--- src/rtl/burst_col_pkg.sv ---
package burst_col_pkg;
  localparam int unsigned LEN_CODE_W = 3;
  localparam int unsigned LOW_W      = 3;   // log2 of the largest burst
  localparam int unsigned LG_W       = 2;

  typedef enum logic [LEN_CODE_W-1:0] {
    LEN_2 = 3'b001,
    LEN_4 = 3'b010,
    LEN_8 = 3'b011
  } len_code_e;

  typedef enum logic {
    ORD_SEQ = 1'b0,
    ORD_ILV = 1'b1
  } order_e;
endpackage

--- src/rtl/burst_len_decode.sv ---
module burst_len_decode
  import burst_col_pkg::*;
(
  input  logic [LEN_CODE_W-1:0] code_i,
  output logic                  ok_o,
  output logic [LOW_W-1:0]      mask_o
);
  always_comb begin
    ok_o   = 1'b1;
    mask_o = '0;
    case (code_i)
      LEN_2:   mask_o = 3'b001;
      LEN_4:   mask_o = 3'b011;
      LEN_8:   mask_o = 3'b111;
      default: ok_o   = 1'b0;
    endcase
  end
endmodule

--- src/rtl/burst_beat_ctr.sv ---
module burst_beat_ctr
  import burst_col_pkg::*;
(
  input  logic             clk_i,
  input  logic             rst_ni,
  input  logic             load_i,
  input  logic [LOW_W-1:0] mask_i,
  output logic [LOW_W-1:0] beat_o,
  output logic             active_o,
  output logic             last_o
);
  logic [LOW_W-1:0] mask_q;

  assign last_o = active_o && (beat_o == mask_q);

  always_ff @(posedge clk_i or negedge rst_ni) begin
    if (!rst_ni) begin
      beat_o   <= '0;
      active_o <= 1'b0;
      mask_q   <= '0;
    end else if (load_i) begin
      beat_o   <= '0;
      active_o <= 1'b1;
      mask_q   <= mask_i;
    end else if (active_o) begin
      if (last_o) begin
        active_o <= 1'b0;
        beat_o   <= '0;
      end else begin
        beat_o <= beat_o + 1'b1;
      end
    end
  end

  assign _unused_mask = mask_q;
  logic [LOW_W-1:0] _unused_mask;
endmodule

--- src/rtl/burst_col_mix.sv ---
module burst_col_mix
  import burst_col_pkg::*;
#(
  parameter int unsigned COL_W = 10
) (
  input  logic [COL_W-1:0] base_i,
  input  logic [LOW_W-1:0] beat_i,
  input  logic [LOW_W-1:0] mask_i,
  input  logic             order_i,
  output logic [COL_W-1:0] col_o
);
  logic [LOW_W-1:0] start_low, step_low, low;

  assign start_low = base_i[LOW_W-1:0];

  // sequential adds, interleaved xors; the mask keeps the wrap inside the block
  assign step_low = (order_i == ORD_ILV) ? (start_low ^ beat_i) : (start_low + beat_i);
  assign low      = (start_low & ~mask_i) | (step_low & mask_i);
  assign col_o    = {base_i[COL_W-1:LOW_W], low};
endmodule

--- src/rtl/burst_col_gen.sv ---
module burst_col_gen
  import burst_col_pkg::*;
#(
  parameter int unsigned COL_W = 10
) (
  input  logic                  clk_i,
  input  logic                  rst_ni,
  input  logic                  start_i,
  input  logic [COL_W-1:0]      col_i,
  input  logic [LEN_CODE_W-1:0] len_code_i,
  input  logic                  order_i,
  output logic [COL_W-1:0]      col_o,
  output logic                  valid_o,
  output logic                  last_o
);
  logic             code_ok, load;
  logic [LOW_W-1:0] mask_d, mask_q, beat;
  logic [COL_W-1:0] base_q;
  logic             order_q;

  burst_len_decode u_dec (
    .code_i (len_code_i),
    .ok_o   (code_ok),
    .mask_o (mask_d)
  );

  assign load = start_i && code_ok;

  always_ff @(posedge clk_i or negedge rst_ni) begin
    if (!rst_ni) begin
      base_q  <= '0;
      order_q <= 1'b0;
      mask_q  <= '0;
    end else if (load) begin
      base_q  <= col_i;
      order_q <= order_i;
      mask_q  <= mask_d;
    end
  end

  burst_beat_ctr u_ctr (
    .clk_i    (clk_i),
    .rst_ni   (rst_ni),
    .load_i   (load),
    .mask_i   (mask_d),
    .beat_o   (beat),
    .active_o (valid_o),
    .last_o   (last_o)
  );

  burst_col_mix #(.COL_W(COL_W)) u_mix (
    .base_i  (base_q),
    .beat_i  (beat),
    .mask_i  (mask_q),
    .order_i (order_q),
    .col_o   (col_o)
  );
endmodule

--- config.mk ---
export PLATFORM = sky130hd
export DESIGN_NAME = burst_col_gen
export DESIGN_NICKNAME = d
export VERILOG_FILES = /design/src/rtl/burst_col_pkg.sv /design/src/rtl/burst_len_decode.sv /design/src/rtl/burst_beat_ctr.sv /design/src/rtl/burst_col_mix.sv /design/src/rtl/burst_col_gen.sv
export SDC_FILE = /design/constraint.sdc
export NUM_CORES = 1
export LEC_CHECK = 0
export ABC_AREA = 1
export CELL_PAD_IN_SITES_DETAIL_PLACEMENT = 1
export CELL_PAD_IN_SITES_GLOBAL_PLACEMENT = 1
export CORE_AREA = 5 5 63 65
export DETAILED_ROUTE_END_ITERATION = 8
export DIE_AREA = 0 0 68 70
export DONT_BUFFER_PORTS = 1
export PLACE_DENSITY_LB_ADDON = 0.1
export SLEW_MARGIN = 20
export SYNTH_ARGS = -nofsm -noshare
export SYNTH_HDL_FRONTEND = slang
export SYNTH_HIERARCHICAL = 1
export SYNTH_SLANG_ARGS = --single-unit
--- constraint.sdc ---
create_clock -name clk_i -period 3.9 [get_ports clk_i]
set_input_delay 0.195 -clock clk_i [delete_from_list [all_inputs] [get_ports clk_i]]
set_output_delay 0.195 -clock clk_i [all_outputs]
set_load 0.005 [all_outputs]
# == Word-level counts from Yosys, hierarchy flattened ==
# Index checks and enable logic that the tools add are counted.
# totals
word_cells,29
inputBits,17
regBits,18
out_inout_bits,12
# op_classes
eq_ne,4
mux,9
addsub,2
bitwise,5
reduce_logical,4
# ops
op,n
$mux 3,4
$pmux 3 s3,1
$and 3x3->3,2
$eq 3x2->1 const B,2
$mux 1,4
$add 3x1->3 const B,1
$add 3x3->3,1
$eq 3x1->1 const B,1
$eq 3x3->1,1
$not 3->3,1
$or 3x3->3,1
$reduce_or 3->1,1
$xor 3x3->3,1
$logic_and 1x1->1,2
$reduce_bool 2->1,1

# == Depth between registers and ports, before layout ==
# depth
word_depth,5
ltp_mapped,10
mapped_depth_nobuf,9

# == Cells and area by module ==
# Netlist, hierarchy kept.
# by_module_without_submodules
module,cells_per_inst,area_per_inst_um2,seq_area_each_um2,n_inst
burst_col_gen,61,556.8,350.3,1
burst_beat_ctr,42,357.8,175.2,1
burst_col_mix,26,175.2,0.0,1
burst_len_decode,8,33.8,0.0,1

# == Least setup slack after synthesis ==
# Ideal clock, no wire load.
# synth_path
path_kind,register -> output
start,register u_ctr.beat_o[0]
end,output col_o[1]
path_slack_ns,2.424
path_stages_with_launch,7
path_buffers,0
required_time_ns,3.705
arrival_time_ns,1.281
path_cell_list,dfrtp_1 -> ha_1 -> inv_1 -> fa_1 -> o21ai_0 -> nand2_1 -> o21ai_0
# synth_between
elab_chain_cells,4
# synth_rtl
element,line_no,source
from (decl),burst_beat_ctr.sv:8,"output logic [LOW_W-1:0] beat_o,"
from (signal assigned),burst_beat_ctr.sv:30,beat_o <= beat_o + 1'b1;
$add 3x3->3,burst_col_mix.sv:17,assign step_low = (order_i == ORD_ILV) ? (start_low ^ beat_i) : (start_low + beat_i);
$mux 3,burst_col_mix.sv:17,
$and 3x3->3,burst_col_mix.sv:18,assign low = (start_low & ~mask_i) | (step_low & mask_i);
$or 3x3->3,burst_col_mix.sv:18,
to (decl),burst_col_gen.sv:12,"output logic [COL_W-1:0] col_o,"
# No other way between the ends.

# == Worst setup path in the final report ==
# layout_path
start,register base_q[0]
end,output col_o[1]
# layout_between
elab_chain_cells,4
# layout_rtl
element,line_no,source
from (decl),burst_col_gen.sv:18,logic [COL_W-1:0] base_q;
from (signal assigned),burst_col_gen.sv:35,base_q <= col_i;
$add 3x3->3,burst_col_mix.sv:17,
$mux 3,burst_col_mix.sv:17,
$and 3x3->3,burst_col_mix.sv:18,
$or 3x3->3,burst_col_mix.sv:18,
# No other way between the ends.

==> results.json <==
{
  "pin_count": 29,
  "ys_ff_latch": 21,
  "comb_power_share": 0.312,
  "required_ps": 3700,
  "io_buffers": 0,
  "post-route-drc-count": 0,
  "synth_top_flop_cell": "dfrtp_1",
  "rsz0062_at_grt": "false",
  "fillCellCount": 405,
  "p_leak_nw": 0.614,
  "path_class": "flip-flop to output port",
  "min_period_ps": 1960,
  "row_count": 21,
  "grt_pass1_wl_mm": 4.33,
  "die_h_um": 70,
  "grt_max_degree": 22,
  "ir_worst_vdd_mv": 0.129,
  "finalNetCount": 159,
  "fin_skew_ps": 0.179,
  "antenna_found_initial": 0,
  "hpwlAfterDp_mm": 1.90,
  "dpl_cell_area_um2": 1100,
  "register_area_um2": 526,
  "fin_crit_sh": 0.501,
  "start_kind": "flip-flop",
  "timing_worst_slew_pin_value_ps": 574,
  "net-switching-power_uw": 240,
  "overflow": 0,
  "avgSynthCellArea_um2": 8.20,
  "r2r-start": "u_ctr/beat_o[1]",
  "cts_root_buf": "clkbuf_4",
  "yosys.area.top_type_share": 0.468,
  "cts.path.max_buffers": 2,
  "multiInputGateArea_um2": 468,
  "postSynthCellCount": 137,
  "synthTopCellsByArea": "dfrtp_1 47%, nand2_1 17%, nand3_1 6.7%",
  "synth_enable_flop_cells": 0,
  "core_um2": 3280,
  "internal_power_uw": 380,
  "synth_most_common_cell": "nand2_1",
  "power_switching_share": 0.387,
  "seqPwrFrac": 0.511,
  "ys.warnings.count": 6,
  "cts.sinks": 21,
  "dp_cells": 172,
  "powerDensity_nw_per_um2": 519,
  "maxSlewHeadroom": 0.617,
  "vias_per_cell": 4.66,
  "start_util": 0.342,
  "startpoint": "base_q[0]",
  "yosys.area.top_type": "dfrtp_1",
  "cts.reportedPaths.clkPinSlew_ps": 140,
  "numCtsBuffers": 3,
  "die_w_um": 68,
  "via_count": 853,
  "arrival_ps": 1760,
  "drt_iter0_markers": 43,
  "cts_resized": 0,
  "insertion_delay_ps": 290,
  "p_clk_frac": 0.177,
  "finalSetupTns_ps": 0,
  "cts_max_level": 1,
  "synth_seq_area_share": 0.468,
  "first_pass_iters": 4,
  "holdCritStartpoint": "col_i[9]",
  "routed_wl_mm": 2.53,
  "postCtsSetupRepairBufs": 0,
  "setup-violations-final": 0,
  "postSynthNetCount": 158,
  "end_kind": "output port",
  "hold_viol": 0,
  "finalNonFillerCells": 183,
  "dieArea_um2": 4760,
  "grt_pass1_vias": 926,
  "routabilityCongestion": 0.745,
  "synth.cell_area_um2": 1120,
  "async_flop_share": 1.00,
  "final_cell_area_um2": 1190,
  "ys_types": 22,
  "hold_path_class": "input port to flip-flop",
  "routedWlPerCell_um": 13.8,
  "fmax_ghz": 0.511,
  "maxCapViolCount": 0,
  "hold_buffers": 5,
  "area_delta_synth_final_pct": 6.35,
  "final_max_slew_viol_count": 0,
  "antenna_left": 0,
  "track_usage": 0.117,
  "crit_fanout": 3,
  "status": "completed",
  "synth_commonest_cells": "52 x nand2_1, 21 x dfrtp_1, 15 x nand3_1",
  "drive_above_1_share": 0.0949,
  "n_antenna_cell": 0,
  "cts_tree": "built"
}
placed cells by master (no fill, tap or decap), types with 2 or more instances in the layout:
cell type,netlist,routed
dfrtp_1,21,21
nand3_1,15,15
clkbuf_4,0,3
inv_1,12,12
dlygate4sd3_1,0,6
nor2_1,4,4
o21ai_0,6,6
ha_1,3,3
nand2_1,52,52
o21ai_2,2,2
final timing paths:
path / to / slack (ps) / cells past startpoint
max: col_o[1] / 1940 / 6
min: base_q[9] / 9 / 2
max reg2reg: u_ctr/beat_o[2] / 2800 / 4
min reg2reg: u_ctr/_unused_mask[1] / 510 / 2
max in group asynchronous: u_ctr/_unused_mask[2] / 3200 / 2
min in group asynchronous: base_q[4] / 360 / 2
worst max-delay path, stage by stage, from the launching register on:
cell,delay (ps)
dfrtp_1,420
ha_1,200
inv_1,60
fa_1,410
o21ai_0,180
nand2_1,60
o21ai_0,110
flip-flops by register name, summed over array words and instances, names as in the netlist:
| signal | count |
|---|---|
| order_q | 1 |
| base_q | 10 |
| mask_q | 3 |
| u_ctr/_unused_mask | 3 |
| u_ctr/beat_o | 3 |
| u_ctr/active_o | 1 |
routing by layer:
metal,global-route usage,share of wire,routed length (um),vias up
li1,-,-,-,423
met1,0.155,0.48,1210,413
met2,0.187,0.48,1210,15
met3,0.0272,0.040,101,2
met4,0.0331,0.0055,14,0
met5,0,0,0,-
cell type report:
class                           count  area share
Timing Repair Buffer                7      0.0545
Clock buffer                        3      0.0188
Clock inverter                      1     0.00628
Inverter                           13      0.0408
Sequential cell                    21       0.440
Tap cell                           46      0.0482
Multi-Input combinational cell     92       0.392
power by group through the flow:
stage               clock [mW]  combinational [mW]  sequential (mW)
floorplan                    0               0.177            0.303
global placement             0               0.181            0.322
CTS                      0.115               0.198            0.320
global route             0.125               0.226            0.327
detailed placement           0               0.188            0.324
finish                   0.110               0.194            0.317
stage by stage:
step / power (mW) / utilization / hold WS [ps] / setup WS [ps]
after floorplan: 0.480 / - / -101 / 2420
after global placement: 0.503 / 0.335 / -99.9 / 2160
after detailed placement: 0.513 / 0.335 / -99.9 / 2090
after CTS: 0.633 / 0.359 / 0.0632 / 1910
after global routing: 0.679 / 0.364 / 0.197 / 1820
final: 0.621 / 0.364 / 8.73 / 1940
cells by family after synthesis:
kind of cell / Yosys count / share of synthesized area
AOI/OAI and AO/OA: 11 / 0.0635
muxes: 1 / 0.0100
xor gates and xnor gates: 1 / 0.00780
adders and majority gates: 4 / 0.0512
and+or+nand+nor: 75 / 0.284
buffers and inverters: 24 / 0.116
DFF: 21 / 0.468
(Power assumes the default switching activity.)
